==> config.mk <==
export PLATFORM = sky130hd
export DESIGN_NAME = panel_pwr_seq
export DESIGN_NICKNAME = d
export VERILOG_FILES = /design/src/rtl/pps_pkg.sv /design/src/rtl/pps_ms_tick.sv /design/src/rtl/pps_delay_cnt.sv /design/src/rtl/panel_pwr_seq.sv
export SDC_FILE = /design/constraint.sdc
export NUM_CORES = 1
export LEC_CHECK = 0
export ABC_AREA = 1
export CAP_MARGIN = 10
export CORE_MARGIN = 2
export CORE_UTILIZATION = 65
export DETAILED_ROUTE_END_ITERATION = 8
export DONT_BUFFER_PORTS = 1
export HOLD_SLACK_MARGIN = 0.06
export PLACE_DENSITY = 0.81
export SYNTH_ARGS = -nofsm -noshare
export SYNTH_HDL_FRONTEND = slang
export SYNTH_SLANG_ARGS = --single-unit
==> constraint.sdc <==
create_clock -name clk -period 2.76 [get_ports clk]
set_input_delay 0 -clock clk [delete_from_list [all_inputs] [get_ports clk]]
set_output_delay 0 -clock clk [all_outputs]
set_load 0.005 [all_outputs]
==> src/rtl/pps_pkg.sv <==
package pps_pkg;
  localparam int IDX_W = 5;

  typedef enum logic [1:0] {E_WR, E_WAIT, E_RSTREL, E_END} ekind_t;

  typedef struct packed {
    ekind_t      kind;
    logic [7:0]  addr;
    logic [15:0] data;   // write data, or wait length in ms
  } entry_t;

  function automatic entry_t mk_wr(input logic [7:0] a, input logic [15:0] d);
    entry_t e;
    e.kind = E_WR; e.addr = a; e.data = d;
    return e;
  endfunction

  function automatic entry_t mk_wait(input logic [15:0] ms);
    entry_t e;
    e.kind = E_WAIT; e.addr = 8'h00; e.data = ms;
    return e;
  endfunction

  function automatic entry_t mk_kind(input ekind_t k);
    entry_t e;
    e.kind = k; e.addr = 8'h00; e.data = 16'h0000;
    return e;
  endfunction

  // cycles spent in a wait step of ms milliseconds, from its start to the next step
  function automatic int unsigned wait_cost(input int unsigned ms, input int unsigned cpm);
    return ms * cpm + 1;
  endfunction

  function automatic entry_t up_step(input logic [IDX_W-1:0] i);
    case (i)
      5'd0:  up_step = mk_wait(16'd10);
      5'd1:  up_step = mk_kind(E_RSTREL);
      5'd2:  up_step = mk_wait(16'd1);
      5'd3:  up_step = mk_wr(8'h09, 16'h0000);
      5'd4:  up_step = mk_wait(16'd10);
      5'd5:  up_step = mk_wr(8'h09, 16'h4000);
      5'd6:  up_step = mk_wr(8'h0a, 16'h2000);
      5'd7:  up_step = mk_wait(16'd40);
      5'd8:  up_step = mk_wr(8'h09, 16'h4055);
      5'd9:  up_step = mk_wait(16'd50);
      5'd10: up_step = mk_wr(8'h01, 16'h409d);
      5'd11: up_step = mk_wr(8'h02, 16'h0204);
      5'd12: up_step = mk_wr(8'h03, 16'h0100);
      5'd13: up_step = mk_wr(8'h04, 16'h3000);
      5'd14: up_step = mk_wr(8'h05, 16'h4003);
      5'd15: up_step = mk_wr(8'h06, 16'h000a);
      5'd16: up_step = mk_wr(8'h07, 16'h0021);
      5'd17: up_step = mk_wr(8'h08, 16'h0c00);
      5'd18: up_step = mk_wr(8'h10, 16'h0103);
      5'd19: up_step = mk_wr(8'h11, 16'h0301);
      5'd20: up_step = mk_wr(8'h12, 16'h1f0f);
      5'd21: up_step = mk_wr(8'h13, 16'h1f0f);
      5'd22: up_step = mk_wr(8'h14, 16'h0707);
      5'd23: up_step = mk_wr(8'h15, 16'h0307);
      5'd24: up_step = mk_wr(8'h16, 16'h0707);
      5'd25: up_step = mk_wr(8'h17, 16'h0000);
      5'd26: up_step = mk_wr(8'h18, 16'h0004);
      5'd27: up_step = mk_wr(8'h19, 16'h0000);
      5'd28: up_step = mk_wait(16'd60);
      5'd29: up_step = mk_wr(8'h09, 16'h4a55);
      5'd30: up_step = mk_wr(8'h05, 16'h5003);
      default: up_step = mk_kind(E_END);
    endcase
  endfunction

  function automatic entry_t down_step(input logic [IDX_W-1:0] i);
    case (i)
      5'd0: down_step = mk_wr(8'h09, 16'h4055);
      5'd1: down_step = mk_wr(8'h05, 16'h4003);
      5'd2: down_step = mk_wr(8'h0a, 16'h0000);
      5'd3: down_step = mk_wait(16'd10);
      5'd4: down_step = mk_wr(8'h09, 16'h4000);
      default: down_step = mk_kind(E_END);
    endcase
  endfunction
endpackage

==> src/rtl/pps_ms_tick.sv <==
module pps_ms_tick #(
  parameter int CLK_PER_MS = 100000
) (
  input  logic clk,
  input  logic rst_n,
  input  logic clr,
  output logic tick
);
  localparam int CW = (CLK_PER_MS > 1) ? $clog2(CLK_PER_MS) : 1;
  localparam logic [CW-1:0] LAST = CW'(CLK_PER_MS - 1);

  logic [CW-1:0] cnt;

  assign tick = (cnt == LAST);

  always_ff @(posedge clk or negedge rst_n) begin
    if (!rst_n)       cnt <= '0;
    else if (clr)     cnt <= '0;
    else if (tick)    cnt <= '0;
    else              cnt <= cnt + 1'b1;
  end
endmodule

==> src/rtl/pps_delay_cnt.sv <==
module pps_delay_cnt #(
  parameter int CLK_PER_MS = 100000,
  parameter int MS_W       = 16
) (
  input  logic            clk,
  input  logic            rst_n,
  input  logic            start,
  input  logic [MS_W-1:0] ms,
  output logic            expire
);
  logic            running;
  logic [MS_W-1:0] rem;
  logic            ms_tick;

  pps_ms_tick #(.CLK_PER_MS(CLK_PER_MS)) u_tick (
    .clk   (clk),
    .rst_n (rst_n),
    .clr   (start | ~running),
    .tick  (ms_tick)
  );

  assign expire = running && ms_tick && (rem == MS_W'(1));

  always_ff @(posedge clk or negedge rst_n) begin
    if (!rst_n) begin
      running <= 1'b0;
      rem     <= '0;
    end else if (start) begin
      running <= (ms != '0);
      rem     <= ms;
    end else if (expire) begin
      running <= 1'b0;
    end else if (running && ms_tick) begin
      rem <= rem - 1'b1;
    end
  end
endmodule

==> src/rtl/panel_pwr_seq.sv <==
module panel_pwr_seq
  import pps_pkg::*;
#(
  parameter int CLK_PER_MS = 100000
) (
  input  logic        clk,
  input  logic        rst_n,
  input  logic        on_req,
  input  logic        off_req,
  output logic        busy,
  output logic        panel_on,
  output logic        panel_sd_ctl,
  output logic        panel_rst_n,
  output logic        wr_valid,
  input  logic        wr_ready,
  output logic [7:0]  wr_addr,
  output logic [15:0] wr_data,
  input  logic        wr_done
);
  typedef enum logic [2:0] {S_IDLE, S_EXEC, S_WREQ, S_WACK, S_DLY} st_t;

  st_t            st;
  logic           down_mode;
  logic [IDX_W-1:0] idx;
  logic           pend_off;
  entry_t         cur;

  always_comb cur = down_mode ? down_step(idx) : up_step(idx);

  // named internal events
  logic start_on, start_off, seq_end, dly_start, dly_expire, wr_accept;
  assign start_on   = (st == S_IDLE) && on_req && !panel_on;
  assign start_off  = (st == S_IDLE) && off_req && panel_on && !start_on;
  assign seq_end    = (st == S_EXEC) && (cur.kind == E_END);
  assign dly_start  = (st == S_EXEC) && (cur.kind == E_WAIT);
  assign wr_accept  = wr_valid && wr_ready;
  assign busy       = (st != S_IDLE);

  pps_delay_cnt #(.CLK_PER_MS(CLK_PER_MS), .MS_W(16)) u_dly (
    .clk    (clk),
    .rst_n  (rst_n),
    .start  (dly_start),
    .ms     (cur.data),
    .expire (dly_expire)
  );

  always_ff @(posedge clk or negedge rst_n) begin
    if (!rst_n) begin
      st           <= S_IDLE;
      down_mode    <= 1'b0;
      idx          <= '0;
      pend_off     <= 1'b0;
      panel_on     <= 1'b0;
      panel_sd_ctl <= 1'b0;
      panel_rst_n  <= 1'b1;
      wr_valid     <= 1'b0;
      wr_addr      <= '0;
      wr_data      <= '0;
    end else begin
      if (off_req && busy && !down_mode) pend_off <= 1'b1;
      case (st)
        S_IDLE: begin
          if (start_on) begin
            panel_sd_ctl <= 1'b1;
            panel_rst_n  <= 1'b0;
            down_mode    <= 1'b0;
            idx          <= '0;
            pend_off     <= 1'b0;
            st           <= S_EXEC;
          end else if (start_off) begin
            down_mode <= 1'b1;
            idx       <= '0;
            st        <= S_EXEC;
          end
        end
        S_EXEC: begin
          if (seq_end) begin
            if (!down_mode) begin
              panel_on <= 1'b1;
              if (pend_off || off_req) begin
                down_mode <= 1'b1;
                idx       <= '0;
                pend_off  <= 1'b0;
              end else begin
                st <= S_IDLE;
              end
            end else begin
              panel_sd_ctl <= 1'b0;
              panel_on     <= 1'b0;
              st           <= S_IDLE;
            end
          end else if (dly_start) begin
            st <= S_DLY;
          end else if (cur.kind == E_RSTREL) begin
            panel_rst_n <= 1'b1;
            idx         <= idx + 1'b1;
          end else begin
            wr_valid <= 1'b1;
            wr_addr  <= cur.addr;
            wr_data  <= cur.data;
            st       <= S_WREQ;
          end
        end
        S_WREQ: if (wr_accept) begin
          wr_valid <= 1'b0;
          st       <= S_WACK;
        end
        S_WACK: if (wr_done) begin
          idx <= idx + 1'b1;
          st  <= S_EXEC;
        end
        S_DLY: if (dly_expire) begin
          idx <= idx + 1'b1;
          st  <= S_EXEC;
        end
        default: st <= S_IDLE;
      endcase
    end
  end
endmodule

==> out/qor.yml <==
outcome:
  status: "finished, final reports clean"
power:
  leakagePower_nw: 2.60
  power_mw: 5.03
  powerDensity_nw_per_um2: 982
  ir_worst_vdd_mv: 0.517
timing:
  post-route-min-period_ns: 2.61
  tightestPinTransition_ns: 0.584
  max_slew_margin_pct: 60.6
  finalSetupViolCount: 0
  hold_ws_ns: 0.106
  fin_setup_tns_ns: 0
  post-route-period-util_pct: 94.6
  hold_violations: 0
  max_freq_mhz: 383
  final_max_slew_viol_count: 0
  fin_skew_ns: 0.00793
  rsz0062_at_grt: "no"
cts:
  htree_levels: 3
  clock-sinks: 68
  numCtsBuffers: 9
  cts-root-buf: "clkbuf_8"
  cts_tree: "yes"
  clk_latency_ns: 0.35
  cts.clk_slew.worst_paths_ns: 0.08
  ctsLongestPathBuffers: 2
floorplanning:
  floorplan.die.width_um: 89.1
  fp.dieH_um: 89.1
  io_pins: 35
  core_um2: 7140
  die-area_um2: 7940
  start_util_pct: 66.0
  rows: 31
setup_path:
  crit_type: "reg2reg"
  arrival_ns: 2.87
  worstPathRequired_ns: 3.02
  start_kind: "flip-flop"
  endpoint_kind: "flip-flop"
  crit_fanout: 17
global_route:
  grt_pass1_vias: 4335
  grt_pass1_wl_um: 20500
  grt_max_degree: 69
  track_usage_pct: 33.5
  antenna_found_initial: 0
  overflow: 0
finish:
  area_growth_pct: 8.77
  finalNetCount: 726
  insertedDiodeCount: 0
  drive_gt1_share_pct: 7.44
  post-route-util_pct: 71.8
  fillers: 593
  fin_area_um2: 5120
synthesis:
  avgSynthCellArea_um2: 6.82
  ys_types: 45
  synth_flop_cell: "dfrtp_1"
  synth-seq-cells: 68
  synth_area_um2: 4710
  synthCells: 691
  ys_seq_area_share_pct: 36.2
  synthArstFlopShare_pct: 100
  ys.warnings.count: 0
  synth_edf_count: 0
worst_hold_path:
  hold_class: "in2reg"
detailed_routing:
  detail-route-antenna-nets: 0
  drt_iter0_markers: 422
  drt_wl_total_um: 12600
  drcViolationCount: 0
  dr.pass1.iters: 5
  vias: 4665
  avgRoutedWirePerCell_um: 15.6
  post_drt_via_cell_ratio: 5.75
placed_design:
  gp_congestion: 0.995
  hpwlAfterDp_um: 9300
  place_area_um2: 4790
  portBuffers: 0
run:
  cap_violations: 0
critical path, cell delays in order (launching register included):
cell and delay, ns:
dfrtp_1 0.49, inv_1 0.20, ha_1 0.38, inv_1 0.09
nand2_1 0.12, nand3_1 0.09, nand3_1 0.08, nand2_1 0.14
nand2_4 0.14, inv_2 0.06, nand2_2 0.27, nand2_4 0.21
nor3_1 0.25
through the flow:
step                setup slack, ns  cells
floorplan                     0.593    694
global placement              0.231    784
detailed placement            0.132    784
CTS                           0.115    807
global route                0.00203    811
finish                        0.149    811
cell families after synthesis:
| group | after synthesis | share of synthesized area, % |
|---|---|---|
| compound gates | 63 | 7.41 |
| xor+xnor | 23 | 4.28 |
| fa+ha+maj | 13 | 3.45 |
| buf+inv | 87 | 8.47 |
| flops | 68 | 36.2 |
| other cells | 1 | 0.0796 |
| simple gates | 436 | 40.1 |
path summary, 6_finish.rpt:
| kind | start | to | slack, ns | cells after the start |
|---|---|---|---|---|
| setup reg to reg | idx[0] | u_dly.u_tick.cnt[5] | 0.15 | 12 |
| max in group asynchronous | rst_n | panel_rst_n | 2.28 | 2 |
| setup / recovery | idx[0] | u_dly.u_tick.cnt[5] | 0.15 | 12 |
| hold / removal | off_req | st[0] | 0.11 | 5 |
| min in group asynchronous | rst_n | u_dly.u_tick.cnt[2] | 0.18 | 2 |
| hold reg to reg | panel_rst_n | panel_rst_n | 0.48 | 2 |
layout make-up:
type / instances / area [um2] / area share [%]
well taps: 99 / 124 / 2.42
multi-input cells: 539 / 2630 / 51.3
flip-flops and latches: 68 / 1700 / 33.2
inverters: 66 / 253 / 4.93
clock inverters: 4 / 73.8 / 1.44
repair buffers: 23 / 208 / 4.05
clock buffers: 12 / 135 / 2.64
registers in the layout, summed over array words and instances (netlist names), 3 cells and up:
signal	count
u_dly.u_tick.cnt	17
u_dly.rem	16
wr_data	15
idx	5
wr_addr	5
st	3
synthesized netlist by cell type, types with 2 or more instances:
master,number,share of area (%)
nor2_4,5,1.2
xnor2_1,5,0.93
nand2_2,5,0.66
clkinv_1,2,0.16
buf_6,4,0.96
nor2_1,77,6.1
buf_4,9,1.4
buf_2,5,0.53
or2_2,3,0.40
nand2_1,237,19
a21oi_1,16,1.7
ha_1,13,3.5
nand3_1,65,6.9
nor3_1,17,1.8
inv_1,61,4.9
xor2_1,18,3.3
clkbuf_1,3,0.24
dfrtp_1,67,36
nand3b_1,8,1.3
inv_2,2,0.16
o21ai_0,34,3.6
nand4_1,12,1.6
layer usage:
layer / routed length [um] / vias up / share of wire [%] / track usage, %
li1: - / 2242 / - / -
met1: 5020 / 2156 / 40 / 41.6
met2: 6150 / 219 / 49 / 56.2
met3: 1000 / 48 / 7.9 / 6.93
met4: 448 / 0 / 3.5 / 14.7
met5: 0 / - / 0 / 0
cell usage in the layout, fill, tap and decap left out, types with 6 or more instances in the layout:
| master | count |
|---|---|
| a21oi_1 | 16 |
| buf_4 | 16 |
| clkbuf_8 | 9 |
| dfrtp_1 | 67 |
| dlygate4sd3_1 | 6 |
| ha_1 | 13 |
| inv_1 | 61 |
| nand2_1 | 236 |
| nand3_1 | 65 |
| nand3b_1 | 8 |
| nand4_1 | 12 |
| nor2_1 | 77 |
| nor3_1 | 17 |
| o21ai_0 | 34 |
| xor2_1 | 18 |
timing repair:
item / in CTS / in global routing
setup buffers: 0 / 4
endpoints found under the hold margin: 73 / 0
setup endpoints to repair: 0 / 34
hold buffers: 7 / 0
gates resized for setup: 0 / 4
report_power, final:
part,internal [mW],switching [mW],leakage [nW]
clock network,0.511,0.393,0.105
logic,0.832,1.82,1.59
registers,1.23,0.242,0.904
total,2.58,2.46,2.60
No activity file was read; power rests on OpenSTA's default activity.
